**config.mk**
```make
export PLATFORM = sky130hd
export DESIGN_NAME = ctrl_xfer_unit
export DESIGN_NICKNAME = d
export VERILOG_FILES = /design/src/rtl/cxu_pkg.sv /design/src/rtl/cxu_decode.sv /design/src/rtl/cxu_compare.sv /design/src/rtl/cxu_target.sv /design/src/rtl/ctrl_xfer_unit.sv
export SDC_FILE = /design/constraint.sdc
export NUM_CORES = 1
export LEC_CHECK = 0
export ABC_AREA = 1
export CAP_MARGIN = 20
export CORE_MARGIN = 3
export CORE_UTILIZATION = 42
export DETAILED_ROUTE_END_ITERATION = 6
export PLACE_DENSITY_LB_ADDON = 0.15
export SKIP_LAST_GASP = 1
export SLEW_MARGIN = 20
export SYNTH_ARGS = -nofsm -noshare
export SYNTH_HDL_FRONTEND = slang
export SYNTH_SLANG_ARGS = --single-unit
```
**constraint.sdc**
```tcl
create_clock -name vclk -period 4.4
set_input_delay 0.66 -clock vclk [all_inputs]
set_output_delay 0.66 -clock vclk [all_outputs]
set_load 0.02 [all_outputs]
```
**src/rtl/cxu_pkg.sv**
```systemverilog
package cxu_pkg;
    typedef enum logic [2:0] {
        K_NONE, K_BRANCH, K_JABS, K_JREG, K_TRAP
    } xfer_kind_e;

    typedef enum logic [3:0] {
        C_EQ, C_NE, C_LEZ, C_GTZ, C_LTZ, C_GEZ, C_GES, C_GEU, C_LTS, C_LTU
    } cond_sel_e;

    typedef struct packed {
        xfer_kind_e kind;
        cond_sel_e  cond;
        logic       use_imm;
        logic       link;
        logic       likely;
    } xfer_ctl_t;

    localparam logic [5:0] OP_SPECIAL = 6'h00;
    localparam logic [5:0] OP_REGIMM  = 6'h01;
    localparam logic [5:0] OP_JUMP    = 6'h02;
    localparam logic [5:0] OP_JLINK   = 6'h03;
endpackage

```
**src/rtl/cxu_decode.sv**
```systemverilog
module cxu_decode
    import cxu_pkg::*;
(
    input  logic [5:0] opcode,
    input  logic [4:0] rt_code,
    input  logic [5:0] funct,
    output xfer_ctl_t  ctl
);
    always_comb begin
        ctl = '{kind: K_NONE, cond: C_EQ, use_imm: 1'b0, link: 1'b0, likely: 1'b0};
        unique case (opcode)
            OP_SPECIAL: begin
                unique case (funct)
                    6'h08: ctl.kind = K_JREG;
                    6'h09: begin ctl.kind = K_JREG; ctl.link = 1'b1; end
                    6'h30: begin ctl.kind = K_TRAP; ctl.cond = C_GES; end
                    6'h31: begin ctl.kind = K_TRAP; ctl.cond = C_GEU; end
                    6'h32: begin ctl.kind = K_TRAP; ctl.cond = C_LTS; end
                    6'h33: begin ctl.kind = K_TRAP; ctl.cond = C_LTU; end
                    6'h34: begin ctl.kind = K_TRAP; ctl.cond = C_EQ;  end
                    6'h36: begin ctl.kind = K_TRAP; ctl.cond = C_NE;  end
                    default: ;
                endcase
            end
            OP_REGIMM: begin
                unique case (rt_code)
                    5'h00, 5'h01, 5'h02, 5'h03,
                    5'h10, 5'h11, 5'h12, 5'h13: begin
                        ctl.kind   = K_BRANCH;
                        ctl.cond   = rt_code[0] ? C_GEZ : C_LTZ;
                        ctl.likely = rt_code[1];
                        ctl.link   = rt_code[4];
                    end
                    5'h08: begin ctl.kind = K_TRAP; ctl.cond = C_GES; ctl.use_imm = 1'b1; end
                    5'h09: begin ctl.kind = K_TRAP; ctl.cond = C_GEU; ctl.use_imm = 1'b1; end
                    5'h0A: begin ctl.kind = K_TRAP; ctl.cond = C_LTS; ctl.use_imm = 1'b1; end
                    5'h0B: begin ctl.kind = K_TRAP; ctl.cond = C_LTU; ctl.use_imm = 1'b1; end
                    5'h0C: begin ctl.kind = K_TRAP; ctl.cond = C_EQ;  ctl.use_imm = 1'b1; end
                    5'h0E: begin ctl.kind = K_TRAP; ctl.cond = C_NE;  ctl.use_imm = 1'b1; end
                    default: ;
                endcase
            end
            OP_JUMP:  ctl.kind = K_JABS;
            OP_JLINK: begin ctl.kind = K_JABS; ctl.link = 1'b1; end
            6'h04, 6'h05, 6'h06, 6'h07,
            6'h14, 6'h15, 6'h16, 6'h17: begin
                ctl.kind   = K_BRANCH;
                ctl.likely = opcode[4];
                unique case (opcode[1:0])
                    2'd0: ctl.cond = C_EQ;
                    2'd1: ctl.cond = C_NE;
                    2'd2: ctl.cond = C_LEZ;
                    default: ctl.cond = C_GTZ;
                endcase
            end
            default: ;
        endcase
    end
endmodule

```
**src/rtl/cxu_compare.sv**
```systemverilog
module cxu_compare
    import cxu_pkg::*;
#(
    parameter int DATA_W = 32
) (
    input  logic [DATA_W-1:0] lhs,
    input  logic [DATA_W-1:0] rhs,
    input  cond_sel_e         sel,
    output logic              hit
);
    logic lhs_neg, lhs_zero;
    assign lhs_neg  = lhs[DATA_W-1];
    assign lhs_zero = (lhs == '0);

    always_comb begin
        unique case (sel)
            C_EQ:    hit = (lhs == rhs);
            C_NE:    hit = (lhs != rhs);
            C_LEZ:   hit = lhs_neg | lhs_zero;
            C_GTZ:   hit = ~lhs_neg & ~lhs_zero;
            C_LTZ:   hit = lhs_neg;
            C_GEZ:   hit = ~lhs_neg;
            C_GES:   hit = ($signed(lhs) >= $signed(rhs));
            C_GEU:   hit = (lhs >= rhs);
            C_LTS:   hit = ($signed(lhs) < $signed(rhs));
            C_LTU:   hit = (lhs < rhs);
            default: hit = 1'b0;
        endcase
    end
endmodule

```
**src/rtl/cxu_target.sv**
```systemverilog
module cxu_target #(
    parameter int DATA_W = 32,
    parameter int JIDX_W = 26
) (
    input  logic [DATA_W-1:0] slot_pc,
    input  logic [DATA_W-1:0] imm_sext,
    input  logic [JIDX_W-1:0] jump_index,
    output logic [DATA_W-1:0] rel_target,
    output logic [DATA_W-1:0] abs_target
);
    localparam int SEG_W = DATA_W - JIDX_W - 2;

    assign rel_target = slot_pc + {imm_sext[DATA_W-3:0], 2'b00};
    assign abs_target = {slot_pc[DATA_W-1 -: SEG_W], jump_index, 2'b00};
endmodule

```
**src/rtl/ctrl_xfer_unit.sv**
```systemverilog
module ctrl_xfer_unit
    import cxu_pkg::*;
#(
    parameter int DATA_W = 32,
    parameter int JIDX_W = 26
) (
    input  logic [5:0]        opcode,
    input  logic [4:0]        rt_code,
    input  logic [5:0]        funct,
    input  logic [DATA_W-1:0] rs_val,
    input  logic [DATA_W-1:0] rt_val,
    input  logic [DATA_W-1:0] imm_sext,
    input  logic [JIDX_W-1:0] jump_index,
    input  logic [DATA_W-1:0] slot_pc,
    output logic              taken,
    output logic [DATA_W-1:0] xfer_target,
    output logic              link_en,
    output logic              nullify_slot,
    output logic              trap_req
);
    localparam int SEG_W = DATA_W - JIDX_W - 2;

    xfer_ctl_t         ctl;
    logic              cond_hit;
    logic [DATA_W-1:0] rhs_sel;
    logic [DATA_W-1:0] rel_target, abs_target;

    cxu_decode u_dec (
        .opcode (opcode),
        .rt_code(rt_code),
        .funct  (funct),
        .ctl    (ctl)
    );

    assign rhs_sel = ctl.use_imm ? imm_sext : rt_val;

    cxu_compare #(.DATA_W(DATA_W)) u_cmp (
        .lhs(rs_val),
        .rhs(rhs_sel),
        .sel(ctl.cond),
        .hit(cond_hit)
    );

    cxu_target #(.DATA_W(DATA_W), .JIDX_W(JIDX_W)) u_tgt (
        .slot_pc   (slot_pc),
        .imm_sext  (imm_sext),
        .jump_index(jump_index),
        .rel_target(rel_target),
        .abs_target(abs_target)
    );

    always_comb begin
        taken        = 1'b0;
        xfer_target  = '0;
        link_en      = 1'b0;
        nullify_slot = 1'b0;
        trap_req     = 1'b0;
        unique case (ctl.kind)
            K_BRANCH: begin
                taken        = cond_hit;
                xfer_target  = rel_target;
                link_en      = ctl.link;
                nullify_slot = ctl.likely & ~cond_hit;
            end
            K_JABS: begin
                taken       = 1'b1;
                xfer_target = abs_target;
                link_en     = ctl.link;
            end
            K_JREG: begin
                taken       = 1'b1;
                xfer_target = rs_val;
                link_en     = ctl.link;
            end
            K_TRAP:  trap_req = cond_hit;
            default: ;
        endcase
    end

    always_comb begin
        p_idle_quiet_r1: assert (opcode != 6'h08 ||
            (!taken && !link_en && !nullify_slot && !trap_req && xfer_target == '0))
            else $error("R1: non-control opcode drove an output");
        p_link_always_r4: assert (!(opcode == OP_REGIMM && rt_code == 5'h10) || link_en)
            else $error("R4: linking branch without link");
        p_nullify_excl_r5: assert (!(nullify_slot && taken))
            else $error("R5: nullify while taken");
        p_abs_jump_r6: assert (opcode != OP_JUMP ||
            (taken && xfer_target == {slot_pc[DATA_W-1 -: SEG_W], jump_index, 2'b00}))
            else $error("R6: absolute jump wrong");
        p_reg_jump_r7: assert (!(opcode == OP_SPECIAL && funct == 6'h08) ||
            (taken && xfer_target == rs_val))
            else $error("R7: register jump wrong");
        p_trap_quiet_r10: assert (!trap_req || (!taken && !link_en && !nullify_slot))
            else $error("R10: trap with transfer outputs");
    end
endmodule

```
# [Yosys cells after proc, flatten, opt, wreduce, memory -nomap -nowiden]
# Index checks and enable logic that the tools add are counted.
[totals] reg_bits=0 in_bits=171 out_inout_bits=36 elab_cells=93
[classes] add_sub_neg=1 magnitude_cmp=4 n_eq_ne=49 n_mux=20 n_bitwise=6 n_reduce_logical=13
[ops] cell="$pmux W32 S3" count=1
[ops] cell="$ge A32 B32 Y1" count=2
[ops] cell="$lt A32 B32 Y1" count=2
[ops] cell="$pmux W7 S7" count=1
[ops] cell="$eq A6 B6 Y1 const B" count=6
[ops] cell="$add A32 B32 Y32" count=1
[ops] cell="$eq A32 B32 Y1" count=1
[ops] cell="$logic_not A32 Y1" count=1
[ops] cell="$mux W32" count=1
[ops] cell="$ne A32 B32 Y1" count=1
[ops] cell="$eq A5 B4 Y1 const B" count=6
[ops] cell="$eq A6 B3 Y1 const B" count=4
[ops] cell="$eq A6 B5 Y1 const B" count=4
[ops] cell="$eq A5 B5 Y1 const B" count=4
[ops] cell="$pmux W4 S5" count=1
[ops] cell="$eq A4 B3 Y1 const B" count=4
[ops] cell="$reduce_or A8 Y1" count=2
[ops] cell="$eq A6 B2 Y1 const B" count=2
[ops] cell="$eq A6 B4 Y1 const B" count=2
[ops] cell="$pmux W3 S4" count=1
[ops] cell="$pmux W4 S3" count=1
[ops] cell="$reduce_or A6 Y1" count=2
[ops] cell="$eq A5 B2 Y1 const B" count=2
[ops] cell="$pmux W1 S10" count=1
[ops] cell="25 further kinds" count=40

# [Logic depth before layout (Yosys ltp)]
# Gate-level depths: netlist (run 1).
[logic_depth] word_depth=10 mapped_depth=29 depth_no_buf=28

# [Hierarchy]
# From an unflattened synthesis (run 1), not the netlist that was laid out.
[hier_totals] hier_cells=1046 area_unflattened_um2=5459.0
[by_module_without_submodules] module="cxu_target" n_inst=1 cells_each=481 area_per_inst_um2=2489.9 seq_area_each_um2=0.0
[by_module_without_submodules] module="ctrl_xfer_unit" n_inst=1 cells_each=271 area_per_inst_um2=1357.6 seq_area_each_um2=0.0
[by_module_without_submodules] module="cxu_compare" n_inst=1 cells_each=213 area_per_inst_um2=1209.9 seq_area_each_um2=0.0
[by_module_without_submodules] module="cxu_decode" n_inst=1 cells_each=81 area_per_inst_um2=401.6 seq_area_each_um2=0.0

# [Worst setup path after synthesis (run 1)]
# OpenSTA, ideal clock, no wires.
[synth_timing] kind="input -> output" start="input opcode[5]" end="output nullify_slot" arrival_ps=3301 t_required_ps=3740 slack_ps=439 path_stages=19 n_path_buf=1 cell_sequence="or2_4 -> nor2_4 -> inv_2 -> nor2_2 -> buf_4 -> mux2i_1 -> ha_1 -> nand2_1 -> inv_1 -> nor2_1 -> o21a_1 -> nand2_1 -> a21oi_1 -> nand2_1 -> nand2_1 -> nand3_1 -> a21oi_2 -> nand2_1 -> nor2_1"
[synth_between] elab_chain_len=8 word_cells_on_any_way=40 cone_classes="4 x order compare; 23 x eq/ne; 7 x mux; 2 x bitwise; 4 x reduce/logical"
[synth_lines] item="start: declaration" line_no="ctrl_xfer_unit.sv:7" source="input logic [5:0] opcode,"
[synth_lines] item="$eq A6 B1 Y1 (tied with other cells)" line_no="cxu_decode.sv:11" source="unique case (opcode)"
[synth_lines] item="$mux W1 or $reduce_or A8 Y1 (tied branches)" line_no="cxu_decode.sv:11"
[synth_lines] item="$mux W32 or $pmux W4 S3 (tied branches)" line_no="ctrl_xfer_unit.sv:35, cxu_decode.sv:11"
[synth_lines] item="$lt A32 B32 Y1 (tied with other cells)" line_no="cxu_compare.sv:26" source="C_LTU: hit = (lhs < rhs);"
[synth_lines] item="$pmux W1 S10" line_no="cxu_compare.sv:16" source="unique case (sel)"
[synth_lines] item="$not A1 Y1" line_no="ctrl_xfer_unit.sv:63" source="nullify_slot = ctl.likely & ~cond_hit;"
[synth_lines] item="$and A1 B1 Y1" line_no="ctrl_xfer_unit.sv:63"
[synth_lines] item="$mux W1 (*)" line_no="ctrl_xfer_unit.sv:58" source="unique case (ctl.kind)"
[synth_lines] item="end: declaration" line_no="ctrl_xfer_unit.sv:18" source="output logic nullify_slot,"
# Mark *: on every way between the ends. The rest lies on a longest branch, timed or not.

# [Worst setup path in the final report (run 1)]
[layout_timing] start="input opcode[2]" end="output nullify_slot"
# Same word-level chain as after synthesis.

==> results.toml, run 1 <==
[timing]
hold_viol = 0
postLayoutSetupSlackWorst_ns = 0.0670
setup_tns_ns = 0
fin_crit_ns = 4.33
max_freq_ghz = 0.231
worstMarginPinSlew_ns = 0.390
maxSlewViolCount = 0
setup_viol = 0
fin_crit_sh_pct = 98.5
max_slew_margin_pct = 73.8

[synth]
ys_warn_count = 0
yosysMostFrequentCell = "nand2_1"
syn_inst = 703
synth_cell_types = 40
syn_avg_cell_area_sq_um = 5.62
synth_area_leader_cell = "nand2_1"
synthesis.nets = 936
syn-cell-area_sq_um = 3950
synth_area_leaders = "nand2_1, ha_1, nand3_1, mux2i_1, a21oi_1"
ys_seq_area_share_pct = 0
synth_top_area_share_pct = 20.2
synth_commonest_cells = "nand2_1, nand3_1, nor2_1, inv_1, ha_1"

[setup_path]
arrival_ns = 3.67
crit_buf_inv = 5
path_cells = "clkdlybuf4s15_1, nor2_2, nand2_2, nor2_4, inv_2, nor2_4, buf_6, clkbuf_16, mux2i_1, ha_1, a21oi_2, o21ai_0, nand2_1, nand2_1, a21oi_2, nand2_1, nand2_2, nand3_2, a21oi_2, nand2_2, nor2_1, buf_4"
path_class = "primary input to output pin"
cp_max_fo = 4
start_kind = "primary input"
worstSetupEndpointType = "output pin"
critPathRequiredTime_ns = 3.74
cp_slowest_stage_delay_ns = 0.29
slowest_stage = "ha_1"
crit_family = "simple AND/OR/NAND/NOR gates"

[finish]
finish.utilization_pct = 75.0
nFlopsAndLatches = 0
clkbuf_count = 0
area_growth_pct = 69.5
layout.nets = 1183
fin_area_sq_um = 6700
multiInputGateArea_sq_um = 3780
drive_gt1_share_pct = 13.1
regArea_sq_um = 0
fill_cells = 697
diodes = 0

[placement]
globalplace.congestion = 0.980
pre_cts_ws_ns = -0.565
io_buffers = 207
dp_hpwl_mm = 15.3
placed_area_sq_um = 6350

[hold_path]
holdPathEnd = "nullify_slot"
hp-class = "primary input to output pin"
min_path_cells = 7
hp-start = "opcode[4]"

[global_routing]
grt_pass1_vias = 5680
grt-busiest-layer = "met2"
groute.usage.overall_pct = 32.1
antenna_found_initial = 0
grt_pass1_wl_mm = 27.2
gr-usage-met1_pct = 39.9
grtUsageMet2_pct = 58.1
gr-total-overflow = 0
use_met3_pct = 4.67
grt_max_degree = 18

[pwr]
peakVddDrop_mv = 0.0509
power_density_nw_per_um2 = 98.0
p_leak_nw = 3.11

[routing]
wl_per_cell_microns = 17.8
drtIter0Drc = 327
wl_mm = 18.8
via_count = 6020
drt.antenna.violating_nets = 0
dr.pass1.iters = 6
drc = 0
vias_per_cell = 5.70

[floorplanning]
io_pins = 207
die_w_microns = 103
core-area_sq_um = 8930
fp.dieH_microns = 103
die_area_sq_um = 10600
initial_utilization_pct = 44.2
placement_rows = 34

[status]
status = "complete, no violations"

[clocking]
ctsHoldBuffers = 0

[job]
max_cap_violations = 0
-- through the flow --
step                      std cells  power [mW]  hold WS [ns]
after floorplan                 703       0.310          1.52
after global placement         1038       0.608          2.38
after detailed placement       1038       0.620          2.38
after CTS                      1043       0.626          2.10
after global routing           1056       0.714          2.04
final                          1056       0.657          2.01
-- cell type report --
cell class / count / area share, %
multi-input combinational: 625 / 56.5
timing repair buffer: 255 / 37.7
inverter: 68 / 3.81
tap: 108 / 2.02
-- layout by cell type (no fill, tap or decap), types with 6 or more instances in the layout --
master	Yosys	routed
nand2_1	213	206
clkdlybuf4s50_1	0	193
nand3_1	73	69
inv_1	64	63
nor2_1	68	62
ha_1	61	61
a21oi_1	51	45
buf_4	4	40
o21ai_0	26	26
mux2i_1	31	24
or2_2	20	20
nand4_1	14	14
a21o_1	11	11
nor2_2	4	7
nand2_2	0	7
o211ai_1	7	7
a21oi_2	1	7
mux2i_2	0	6
-- timing repair --
action | CTS | global route
setup endpoints to repair | 4 | 9
gates resized for setup | 32 | 48
pin swaps | 12 | 27
setup buffers | 4 | 13
cloned | 1 | 1
-- power by group --
group          internal, mW  leakage, nW  switching [mW]
registers                 0            0               0
logic                 0.321         3.11           0.336
clock network             0            0               0
-- worst max path at each step --
stage	cells after the start	end	slack, ns	from
final	22	nullify_slot	0.07	opcode[2]
after global routing	24	nullify_slot	-0.11	opcode[2]
after CTS	20	nullify_slot	0.07	rt_code[3]
after detailed placement	23	nullify_slot	-0.56	opcode[0]
after global placement	25	taken	-0.43	opcode[0]
after floorplan	19	nullify_slot	0.44	opcode[5]
-- cell families after synthesis --
logic type      count (synthesis)  share of synthesized area (%)
compound gates                117                           17.8
fa+ha+maj                      62                           19.8
buf+inv                        78                           8.07
mux                            31                           7.85
simple gates                  411                           45.6
xor+xnor                        4                          0.887
-- tightest hold or removal path: stages --
cell	delay, ns
clkbuf_2	0.09
buf_4	0.13
nand2_1	0.06
a41oi_1	0.04
a21oi_1	0.15
nor2_1	0.07
buf_4	0.15
-- per-layer routing --
metal  share of wire (%)  wire length, microns
met2                  49                  9240
met4                 3.0                   554
met3                 8.5                  1600
met1                  39                  7370
met5                   0                     0
(Power assumes the default switching activity.)
==> run 2: changes to the inputs <==
--- a/config.mk
+++ b/config.mk
@@ -8,11 +8,12 @@
 export ABC_AREA = 1
 export CAP_MARGIN = 20
 export CORE_MARGIN = 3
-export CORE_UTILIZATION = 42
+export CORE_UTILIZATION = 45
 export DETAILED_ROUTE_END_ITERATION = 6
 export PLACE_DENSITY_LB_ADDON = 0.15
+export SETUP_SLACK_MARGIN = 0.5
 export SKIP_LAST_GASP = 1
-export SLEW_MARGIN = 20
+export SLEW_MARGIN = 40
 export SYNTH_ARGS = -nofsm -noshare
 export SYNTH_HDL_FRONTEND = slang
 export SYNTH_SLANG_ARGS = --single-unit
==> constraint.sdc (replaced) <==
create_clock -name vclk -period 5.46
set_input_delay 0.819 -clock vclk [all_inputs]
set_output_delay 0.819 -clock vclk [all_outputs]
set_load 0.02 [all_outputs]
==> results.toml, run 2 (synthesized netlist as in run 1, its figures left out) <==
[timing]
max_freq_ghz = 0.210
maxSlewViolCount = 0
grt_setup_unrepaired = "false"
setup_tns_ns = 0
setup_viol = 0
whs_ns = 2.30
fin_crit_sh_pct = 87.2
max_slew_margin_pct = 54.1
fin_crit_ns = 4.76
hold_viol = 0
worstMarginPinSlew_ns = 0.688

[routing]
wl_per_cell_microns = 17.5
drtIter0Drc = 307
vias_per_cell = 5.80
dr.pass1.iters = 5
via_count = 5929
wl_mm = 17.9
drc = 0
drt.antenna.violating_nets = 0

[global_routing]
gr-usage-met1_pct = 41.5
groute.usage.overall_pct = 34.0
grtUsageMet2_pct = 61.7
grt_pass1_vias = 5852
grt_max_degree = 29
grt-busiest-layer = "met2"
grt_pass1_wl_mm = 27.9
use_met3_pct = 2.88
gr-total-overflow = 0
antenna_found_initial = 0

[hold_path]
hp-class = "primary input to output pin"

[finish]
regArea_sq_um = 0
clkbuf_count = 0
nFlopsAndLatches = 0
stdcell_count = 1022
layout_commonest_cell = "nand2_1"
fin_area_sq_um = 6390
drive_gt1_share_pct = 7.20
layout_common_cells = "nand2_1, clkdlybuf4s50_1, nand3_1, inv_1, nor2_1"
diodes = 0
area_growth_pct = 61.6
layout.nets = 1152

[placement]
placed_area_sq_um = 6150
globalplace.congestion = 0.997
dpl.cell_count = 1009
dp_hpwl_mm = 14.9
io_buffers = 207

[floorplanning]
fp.dieH_microns = 99.7
placement_rows = 33
io_pins = 207
die_area_sq_um = 9940
core-area_sq_um = 8380
die_w_microns = 99.7
initial_utilization_pct = 47.2

[pwr]
power_density_nw_per_um2 = 80.1
sw_frac_of_total_pct = 51.4
power.internal_mw = 0.249
p_leak_nw = 2.89
total_power_mw = 0.512
pwr-share-comb_pct = 100.0
peakVddDrop_mv = 0.0396
seq_power_share_pct = 0
pwr-share-clk_pct = 0
p_sw_mw = 0.263

[setup_path]
critPathRequiredTime_ns = 4.64
arrival_ns = 3.94
start_kind = "primary input"
worstSetupEndpointType = "output pin"
path_class = "primary input to output pin"
cp_max_fo = 10

[job]
max_cap_violations = 0

[status]
status = "complete, no violations"

[clocking]
ctsHoldBuffers = 0
## run 2: cell types whose count changed in the layout (fill, tap and decap cells not counted), moves of 4 or more
cell	previous run	this run
a21oi_2	7	2
clkdlybuf4s50_1	193	198
a21oi_1	45	49
nand2_1	206	212
buf_4	40	9
nand3_1	69	73
nand2_2	7	1
mux2i_1	24	28
## run 2: final cells by class
cell class         count  area [sq um]
repair buffers       224          2320
fillers              668          1990
inverters             68           255
well taps            105           131
multi-input cells    625          3680
## run 2: path summary, 6_finish.rpt
path / cells past startpoint / endpoint / startpoint / slack (ns)
setup / recovery: 25 / taken / opcode[1] / 0.70
hold / removal: 6 / nullify_slot / opcode[4] / 2.30
## run 2: metrics by stage
stage / setup slack (ns) / util [%]
detailed placement: 0.0406 / 73.4
global route: 0.457 / 76.2
global placement: 0.235 / 73.4
CTS: 0.541 / 75.2
finish: 0.697 / 76.2
floorplan: 1.18 / -
## run 2: worst max-delay path, cell delays in order
cell	delay [ns]
clkdlybuf4s15_1	0.31
nor2_2	0.19
nand2_1	0.10
nor2_4	0.12
inv_2	0.07
nor2_4	0.12
buf_12	0.14
buf_12	0.11
buf_16	0.13
mux2i_1	0.08
ha_1	0.31
nand4_1	0.18
nor2_4	0.21
nand2_1	0.10
nor2_2	0.11
nand2_1	0.08
nand2_1	0.07
nand2_1	0.05
nand3_1	0.06
nand2_1	0.07
a21oi_2	0.13
nand2_1	0.09
nand2_1	0.07
nand2_1	0.06
buf_4	0.16
## run 2: timing repair
action / in CTS / in global routing
gates cloned: 3 / 0
buffers inserted: 4 / 6
endpoints found under the setup margin: 3 / 3
pin swaps: 3 / 6
gates resized for setup: 22 / 15
## run 2: power groups by stage
stage	sequential [mW]	clock (mW)	combinational (mW)
5_1_grt	0	0	0.555
4_1_cts	0	0	0.492
3_3_place_gp	0	0	0.478
3_5_place_dp	0	0	0.489
6_report	0	0	0.512
2_1_floorplan	0	0	0.250
## run 2: layer usage
metal	part of all wire [%]	routed length (microns)
met2	49	8730
met3	8.0	1430
met5	0	0
met4	4.0	721
met1	39	7040
